**src/rtl/ppm_tx_pkg.sv**
```systemverilog
package ppm_tx_pkg;

  typedef enum logic [1:0] {
    REQ_DATA = 2'b00,
    REQ_WACK = 2'b01,
    REQ_MACK = 2'b10,
    REQ_NONE = 2'b11
  } req_kind_e;

  localparam int WACK_SLOTS = 4;
  localparam int MACK_SLOTS = 20;
  localparam int ACK_IDX_W  = 5;

  // Number of active slots that open a symbol carrying bit b.
  function automatic logic [1:0] sym_high_slots(input logic b);
    return b ? 2'd2 : 2'd1;
  endfunction

  // Active level of slot idx inside a symbol.
  function automatic logic sym_level(input logic b, input logic [1:0] idx);
    return idx < sym_high_slots(b);
  endfunction

  // True on the trailing idle slot of a symbol.
  function automatic logic sym_is_last(input logic b, input logic [1:0] idx);
    return idx == sym_high_slots(b);
  endfunction

  // Write acknowledge: even slots active, odd slots idle.
  function automatic logic wack_level(input logic [ACK_IDX_W-1:0] idx);
    return (int'(idx) < WACK_SLOTS) && !idx[0];
  endfunction

  // Match acknowledge: pulse groups of 4, 2 and 2, each followed by a
  // three-slot gap, except the last which is followed by one idle slot.
  function automatic logic mack_level(input logic [ACK_IDX_W-1:0] idx);
    logic [MACK_SLOTS-1:0] pat;
    pat = 20'b1010101_000_101_000_101_0;
    if (int'(idx) >= MACK_SLOTS) return 1'b0;
    return pat[MACK_SLOTS-1-int'(idx)];
  endfunction

endpackage

```
**src/rtl/ppm_bit_shifter.sv**
```systemverilog
module ppm_bit_shifter
  import ppm_tx_pkg::*;
#(
  parameter int DATA_W  = 32,
  parameter int SHORT_W = 16
) (
  input  logic              clk,
  input  logic              rst_n,
  input  logic              load,
  input  logic              len_long,
  input  logic [DATA_W-1:0] word,
  input  logic              adv,
  output logic              cur_bit,
  output logic              last_bit
);
  localparam int SH_W  = DATA_W + 2;
  localparam int CNT_W = $clog2(SH_W + 1);
  localparam logic [CNT_W-1:0] LONG_LEFT  = CNT_W'(DATA_W + 1);
  localparam logic [CNT_W-1:0] SHORT_LEFT = CNT_W'(SHORT_W + 1);

  logic [SH_W-1:0]  shreg;
  logic [CNT_W-1:0] left;

  always_ff @(posedge clk) begin
    if (!rst_n) begin
      shreg <= '0;
      left  <= '0;
    end else if (load) begin
      if (len_long) begin
        shreg <= {2'b01, word};
        left  <= LONG_LEFT;
      end else begin
        shreg <= {2'b01, word[SHORT_W-1:0], {(DATA_W-SHORT_W){1'b0}}};
        left  <= SHORT_LEFT;
      end
    end else if (adv) begin
      shreg <= {shreg[SH_W-2:0], 1'b0};
      if (left != '0) left <= left - 1'b1;
    end
  end

  assign cur_bit  = shreg[SH_W-1];
  assign last_bit = (left == '0);

  AST_LEFT_DROPS_ON_ADV: assert property (@(posedge clk) disable iff (!rst_n)
    (adv && !load && left != '0) |=> (left == $past(left) - 1'b1));

endmodule

```
**src/rtl/ppm_slot_timer.sv**
```systemverilog
module ppm_slot_timer
  import ppm_tx_pkg::*;
(
  input  logic       clk,
  input  logic       rst_n,
  input  logic       clear,
  input  logic       adv,
  input  logic       bit_val,
  output logic       level,
  output logic       sym_last
);
  logic [1:0] slot_idx;

  always_ff @(posedge clk) begin
    if (!rst_n)            slot_idx <= '0;
    else if (clear)        slot_idx <= '0;
    else if (adv) begin
      if (sym_last)        slot_idx <= '0;
      else                 slot_idx <= slot_idx + 1'b1;
    end
  end

  assign level    = sym_level(bit_val, slot_idx);
  assign sym_last = sym_is_last(bit_val, slot_idx);

  AST_SLOT_IN_RANGE: assert property (@(posedge clk) disable iff (!rst_n)
    slot_idx <= 2'd2);

endmodule

```
**src/rtl/ppm_ack_pattern.sv**
```systemverilog
module ppm_ack_pattern
  import ppm_tx_pkg::*;
(
  input  logic [1:0]           kind,
  input  logic [ACK_IDX_W-1:0] idx,
  output logic                 level,
  output logic                 last
);
  always_comb begin
    level = 1'b0;
    last  = 1'b0;
    case (kind)
      REQ_WACK: begin
        level = wack_level(idx);
        last  = int'(idx) == WACK_SLOTS - 1;
      end
      REQ_MACK: begin
        level = mack_level(idx);
        last  = int'(idx) == MACK_SLOTS - 1;
      end
      default: begin
        level = 1'b0;
        last  = 1'b1;
      end
    endcase
  end
endmodule

```
**src/rtl/ppm_resp_tx.sv**
```systemverilog
module ppm_resp_tx
  import ppm_tx_pkg::*;
#(
  parameter int DATA_W  = 32,
  parameter int SHORT_W = 16
) (
  input  logic              clk,
  input  logic              rst_n,
  input  logic              start,
  input  logic [1:0]        kind,
  input  logic              len_long,
  input  logic [DATA_W-1:0] word,
  input  logic              te_tick,
  output logic              clamp,
  output logic              busy,
  output logic              done
);
  logic       busy_q, fin_q, clamp_q, done_q;
  logic [1:0] kind_q;
  logic [ACK_IDX_W-1:0] ack_idx;

  // Named events
  logic accept, step, finish, is_data;
  logic cur_bit, last_bit, sym_lvl, sym_last;
  logic ack_lvl, ack_last;
  logic cur_level, cur_last;

  assign accept  = start && !busy_q && (kind != REQ_NONE);
  assign step    = busy_q && te_tick && !fin_q;
  assign finish  = busy_q && te_tick && fin_q;
  assign is_data = (kind_q == REQ_DATA);

  ppm_bit_shifter #(.DATA_W(DATA_W), .SHORT_W(SHORT_W)) u_shift (
    .clk      (clk),
    .rst_n    (rst_n),
    .load     (accept),
    .len_long (len_long),
    .word     (word),
    .adv      (step && is_data && sym_last),
    .cur_bit  (cur_bit),
    .last_bit (last_bit)
  );

  ppm_slot_timer u_timer (
    .clk      (clk),
    .rst_n    (rst_n),
    .clear    (accept),
    .adv      (step && is_data),
    .bit_val  (cur_bit),
    .level    (sym_lvl),
    .sym_last (sym_last)
  );

  ppm_ack_pattern u_ack (
    .kind  (kind_q),
    .idx   (ack_idx),
    .level (ack_lvl),
    .last  (ack_last)
  );

  assign cur_level = is_data ? sym_lvl : ack_lvl;
  assign cur_last  = is_data ? (sym_last && last_bit) : ack_last;

  always_ff @(posedge clk) begin
    if (!rst_n) begin
      busy_q  <= 1'b0;
      fin_q   <= 1'b0;
      clamp_q <= 1'b0;
      done_q  <= 1'b0;
      kind_q  <= REQ_DATA;
      ack_idx <= '0;
    end else begin
      done_q <= 1'b0;
      if (accept) begin
        busy_q  <= 1'b1;
        fin_q   <= 1'b0;
        clamp_q <= 1'b0;
        kind_q  <= kind;
        ack_idx <= '0;
      end else if (step) begin
        clamp_q <= cur_level;
        fin_q   <= cur_last;
        ack_idx <= ack_idx + 1'b1;
      end else if (finish) begin
        busy_q  <= 1'b0;
        fin_q   <= 1'b0;
        clamp_q <= 1'b0;
        done_q  <= 1'b1;
      end
    end
  end

  assign clamp = clamp_q;
  assign busy  = busy_q;
  assign done  = done_q;

  AST_IDLE_LINE_QUIET: assert property (@(posedge clk) disable iff (!rst_n)
    !busy_q |-> !clamp_q);
  AST_DONE_ONE_CYCLE: assert property (@(posedge clk) disable iff (!rst_n)
    done_q |=> !done_q);
  AST_DONE_ENDS_BUSY: assert property (@(posedge clk) disable iff (!rst_n)
    done_q |-> (!busy_q && $past(busy_q)));
  AST_CLAMP_MOVES_ON_TICK: assert property (@(posedge clk) disable iff (!rst_n)
    (clamp_q != $past(clamp_q)) |-> $past(te_tick));
  AST_BUSY_HELD: assert property (@(posedge clk) disable iff (!rst_n)
    (busy_q && !finish) |=> busy_q);
  AST_BUSY_AFTER_START: assert property (@(posedge clk) disable iff (!rst_n)
    accept |=> busy_q);
  AST_NONE_KIND_IDLE: assert property (@(posedge clk) disable iff (!rst_n)
    (start && !busy_q && kind == REQ_NONE) |=> !busy_q);

endmodule

```
**config.mk**
```make
export PLATFORM = sky130hd
export DESIGN_NAME = ppm_resp_tx
export DESIGN_NICKNAME = d
export VERILOG_FILES = /design/src/rtl/ppm_tx_pkg.sv /design/src/rtl/ppm_bit_shifter.sv /design/src/rtl/ppm_slot_timer.sv /design/src/rtl/ppm_ack_pattern.sv /design/src/rtl/ppm_resp_tx.sv
export SDC_FILE = /design/constraint.sdc
export NUM_CORES = 1
export LEC_CHECK = 0
export BUFFER_PORTS_ARGS = -buffer_cell sky130_fd_sc_hd__buf_2
export CORE_ASPECT_RATIO = 0.8
export CORE_MARGIN = 2
export CORE_UTILIZATION = 53
export CTS_BUF_LIST = sky130_fd_sc_hd__clkbuf_4
export CTS_CLUSTER_DIAMETER = 50
export DETAILED_ROUTE_END_ITERATION = 10
export PLACE_DENSITY_LB_ADDON = 0.15
export SETUP_SLACK_MARGIN = 0.4
export SYNTH_ARGS = -nofsm -noshare
export SYNTH_HDL_FRONTEND = slang
export SYNTH_SLANG_ARGS = --single-unit
```
**constraint.sdc**
```tcl
create_clock -name clk -period 1.63 [get_ports clk]
set_input_delay 0.326 -clock clk [delete_from_list [all_inputs] [get_ports clk]]
set_output_delay 0.326 -clock clk [all_outputs]
set_load 0.02 [all_outputs]
```
After elaboration in Yosys (flattened, before gate mapping)
Memory sizes are Yosys's and may differ from the RTL's.
Cells that the tools add are included.
- memories kept: 1
- register bits: 53
- output and inout port bits: 3
- bits in read-only memories: 32
- input port bits: 39
- memory list (memory ; depth ; bits a word ; rd ports ; clocked after Yosys merged registers in ; write ports ; line ; source):
    (no name shown) ; 32 ; 1 ; 1 ; 0 ; 0 ; ppm_tx_pkg.sv:40 ; return pat[MACK_SLOTS-1-int'(idx)];
- order comparisons: 4
- reduce and logical (&&, ||, !) cells: 23
- multiplexer cells: 25
- $add $sub $neg: 4
- eq/ne operators: 7
- bitwise logic cells: 1
- operators by type and width (operator ; count):
    two-way mux 34 bit ; 2
    less-than comparator 32 x 7 -> 1 bit, second input constant ; 1
    two-way mux 32 bit ; 1
    two-way mux 6 bit ; 4
    two-way mux 1 bit ; 14
    logical AND 1 bit ; 9
    nonzero test 2 bit ; 4
    logical NOT 6 bit ; 1
    nonzero test 6 bit ; 1
    subtractor 5 x 5 -> 6 bit, first input constant ; 1
    subtractor 6 x 1 -> 6 bit, second input constant ; 1
    adder 5 x 1 -> 5 bit, second input constant ; 1
    equality test 5 x 3 -> 1 bit, second input constant ; 1
    equality test 5 bit, second input constant ; 1
    >= comparator 5 bit, second input constant ; 1
    less-than comparator 5 x 3 -> 1 bit, second input constant ; 1
    two-way mux 2 bit ; 2
    != test 2 bit, second input constant ; 2
    one-hot mux 1 bit (2 select lines) ; 2
    AND reduction 2 bit ; 2
    logical NOT 1 bit ; 3
    OR reduction 3 bit ; 1
    adder 2 x 1 -> 2 bit, second input constant ; 1
    equality test 2 x 1 -> 1 bit, second input constant ; 1
    other kinds (6) ; 6

Logic depth before layout (Yosys ltp)
- depth in word-level cells: 8
- gate-level depth with buffers: 8
- depth with buffers taken out: 7

By module
Synthesis repeated with hierarchy kept, for this count alone.
- cell total of the unflattened synthesis: 304
- area total of the unflattened synthesis: 2856.5 µm²
- modules (own cells, without submodules) (module ; cells each ; area each (µm²) ; instances):
    ppm_bit_shifter ; 210 ; 2057.0 ; 1
    ppm_resp_tx ; 55 ; 493.0 ; 1
    ppm_ack_pattern ; 21 ; 166.4 ; 1
    ppm_slot_timer ; 18 ; 140.1 ; 1

Worst setup path after synthesis
Ideal clock, no wire load.
- path type: reg2reg
- start point: register u_shift.shreg[33]
- end point: register u_shift.shreg[27]
- setup slack: -0.129 ns
- data arrival time: 1.644 ns
- cell stages (with the launch flop): 9
- clock period less this slack: 1.759 ns
- path buffers: 1
- cells stage by stage: dfxtp_1 > inv_1 > ha_1 > nand3_2 > nor2_8 > buf_12 > mux2i_1 > nand2_1 > and3_1
- word-level cells in the longest chain between the ends: 4
- RTL lines (item ; line ; source):
    start: declaration ; ppm_bit_shifter.sv:21 ; logic [SH_W-1:0] shreg;
    start signal: assignment ; ppm_bit_shifter.sv:30 ; shreg <= {2'b01, word};
    start signal: assignment ; ppm_bit_shifter.sv:33 ; shreg <= {2'b01, word[SHORT_W-1:0], {(DATA_W-SHORT_W){1'b0}}};
    start signal: assignment ; ppm_bit_shifter.sv:37 ; shreg <= {shreg[SH_W-2:0], 1'b0};
    two-way mux 2 bit ; ppm_tx_pkg.sv:16 ; return b ? 2'd2 : 2'd1;
    equality test 2 bit ; ppm_tx_pkg.sv:26 ; return idx == sym_high_slots(b);
    logical AND 1 bit ; ppm_resp_tx.sv:39 ; .adv (step && is_data && sym_last),
    nonzero test 2 bit (no line) ; n/a ;
Every way passes these cells.
A chain may end at the register's enable or synchronous reset.

Final worst setup path
- start point: register u_shift.shreg[33]
- end point: register u_shift.shreg[31]
Same word-level chain as after synthesis.

==> results.yml <==
status:
  run_status: "finished, violations left"
  violations: "negative setup slack"
setup_path:
  crit_start: "u_shift.shreg[33]$_SDFFE_PN0P_"
  end_kind: "flop"
  worstSetupPathType: "reg -> reg"
  reg2reg_from: "u_shift.shreg[33]$_SDFFE_PN0P_"
  start_kind: "flop"
  worst_ep_arrival_time_ps: 1960
  crit_fanout: 8
  cp_data_required_time_ps: 1920
clocking:
  cts_root_buf: "clkbuf_4"
  postCtsHoldBufs: 0
  cts_tree: "done"
  cts_made_buffers: 5
  clk_path_buf_depth: 2
  clkSlewWorstSetupHoldPaths_ps: 150
  htree_levels: 2
  clkSinkCount: 53
  clock_latency_ps: 380
layout:
  nets: 450
  diodes: 0
  postLayoutCellArea_sq_um: 4070
  drive_above_1_share: 0.406
  area_delta_synth_final_pct: 40.9
  fillers: 342
min_path:
  hold_class: "in -> reg"
  hp-start: "kind[1]"
power:
  switching_share: 0.281
  p_int_uw: 2030
  combPwrFrac: 0.225
  power_density_nw_per_um2: 693
  leakagePower_uw: 0.00169
  p_switching_uw: 791
  clkPwrFrac: 0.265
  ir_worst_vdd_uv: 418
  totalPowerFinal_uw: 2820
  seq_power_share: 0.510
global_route:
  antenna_found_initial: 0
  grt_pass1_vias: 2547
  grt_pass1_wl_um: 12100
  gr-usage-met1: 0.350
  busiest_layer: "met2"
  grt_util_met3: 0.0378
  grt-ovfl-total: 0
  grt_use_total: 0.253
  grt_max_degree: 39
  grt_use_met2: 0.413
detailed_routing:
  avgRoutedWirePerCell_um: 17.1
  dr.first_iter.drc_count: 117
  drc_errors: 0
  antenna_left: 0
  totalWireLength_um: 7930
  routed_via_density: 5.67
  vias: 2630
  first_pass_iters: 4
job:
  maxCapViolations: 0
placed_design:
  dp_hpwl_um: 4430
  gp_congestion: 0.818
  dpl_cell_area_sq_um: 3360
  io_buffers: 41
timing:
  tightest_slew_ps: 385
  finalSetupViolCount: 19
  drv_slew: 0
  fin_crit_sh: 1.03
  clock_skew_ps: 17.0
  rsz0062_at_grt: "yes"
  slew_headroom: 0.742
  max_freq_mhz: 598
  period_minus_slack_ps: 1670
  finalHoldViolations: 0
  worst_slack_ps: -43.3
die:
  start_util: 0.540
  core_region_area_sq_um: 5350
  io_pins: 42
  die-area_sq_um: 6060
  std_cell_rows: 24
  fp.dieH_um: 70.0
  die_w_um: 86.5
yosys:
  synthCells: 320
  ys_ff_latch: 53
  synth-seq-area-share: 0.367
  syn_area_per_cell_sq_um: 9.03
  syn_area_sq_um: 2890
  synth_warnings: 0
  syn_nets: 372
  synth_cell_types: 37
Yosys cell counts (all sizes together):
cell,count,area share
ha,13,0.056
nand2b,2,0.0043
xnor2,7,0.021
a22oi,1,0.0026
a31oi,1,0.0022
and3,12,0.026
nand3b,3,0.012
inv,12,0.016
nand3,5,0.010
xor2,4,0.012
nor3,5,0.0087
nor2,15,0.025
a221oi,1,0.0030
a32o,1,0.0035
nor4,1,0.0022
clkbuf,13,0.017
nor2b,5,0.011
a21oi,25,0.043
buf,7,0.027
a211oi,26,0.072
or3b,1,0.0030
mux2i,46,0.16
o21bai,1,0.0026
nand2,45,0.058
a21boi,3,0.0078
and3b,1,0.0035
nand4,3,0.0065
dfxtp,53,0.37
o21ai,5,0.0087
nor3b,2,0.0052
and2,1,0.0022
critical path, cell delays in order, from the launching register on:
cell and delay, ps:
dfxtp_2 360, inv_2 60, ha_4 280, nand3_4 110, nor2_8 190, clkbuf_16 190
mux2i_1 180, nand2_1 60, and3_1 160
per-layer routing:
metal	wire length (um)	up-vias
met4	57	0
met1	3620	1262
met3	331	6
met5	0	-
met2	3920	72
li1	-	1290
placed cells by master, fill, tap and decap left out, drive strengths merged, types with 12 or more instances in the layout:
cell	instances
a21oi	25
buf	86
dfxtp	53
ha	13
nand2	45
and3	12
a211oi	26
nor2	15
inv	13
mux2i	46
sequential cells by signal, indices dropped and copies added, names as in the netlist:
signal	count
fin_q	1
ack_idx	5
done	1
u_shift.left	6
u_shift.shreg	34
u_timer.slot_idx	2
clamp	1
kind_q	2
busy	1
worst paths after layout:
path,endpoint,slack [ps],cells after the start
min reg2reg,u_shift.shreg[33]$_SDFFE_PN0P_,520,2
max reg2reg,u_shift.shreg[31]$_SDFFE_PN0P_,-40,8
max,u_shift.shreg[31]$_SDFFE_PN0P_,-40,8
min,kind_q[1]$_SDFFE_PN0P_,190,3
what timing repair did:
action / in CTS / in global routing
pin swaps: 2 / 22
gates resized for setup: 21 / 52
setup buffers: 12 / 12
setup endpoints to repair: 51 / 53
cloned: 4 / 3
metrics by stage:
stage,cells,worst slack [ps],TNS [ps],hold slack [ps],utilization
6_report,464,-43.3,-295,189,0.762
5_1_grt,464,-147,-2920,190,0.762
4_1_cts,449,-26.2,-70.9,182,0.693
3_5_place_dp,425,-18.9,-77.2,490,0.629
3_3_place_gp,425,29.4,0,483,0.629
2_1_floorplan,320,-46.0,-230,453,-
cell families (layout without fill, tap and decap cells):
kind of cell / Yosys count / in the layout / share of synthesized area
multiplexers: 46 / 46 / 0.159
AO/OA/AOI/OAI: 64 / 64 / 0.146
AND/OR/NAND/NOR: 101 / 102 / 0.178
XOR/XNOR: 11 / 11 / 0.0333
adder cells (fa/ha/maj): 13 / 13 / 0.0563
buffers and inverters: 32 / 110 / 0.0598
flip-flops: 53 / 53 / 0.367
layout make-up:
| cell class | count | area [sq um] | area share |
|---|---|---|---|
| timing repair buffer | 90 | 827 | 0.203 |
| inverter | 12 | 50.0 | 0.0123 |
| multi-input combinational | 236 | 1950 | 0.479 |
| clock inverter | 3 | 40.0 | 0.00983 |
| clock buffer | 5 | 37.5 | 0.00922 |
| sequential | 53 | 1090 | 0.267 |
| tap | 65 | 81.3 | 0.0200 |
power by group through the flow:
stage / combinational (uW) / sequential, uW / clock (uW)
after floorplan: 304 / 1450 / 0
after global placement: 456 / 1460 / 0
after detailed placement: 468 / 1460 / 0
after CTS: 553 / 1430 / 763
after global routing: 691 / 1450 / 813
final: 636 / 1440 / 747
(Power assumes the default switching activity.)
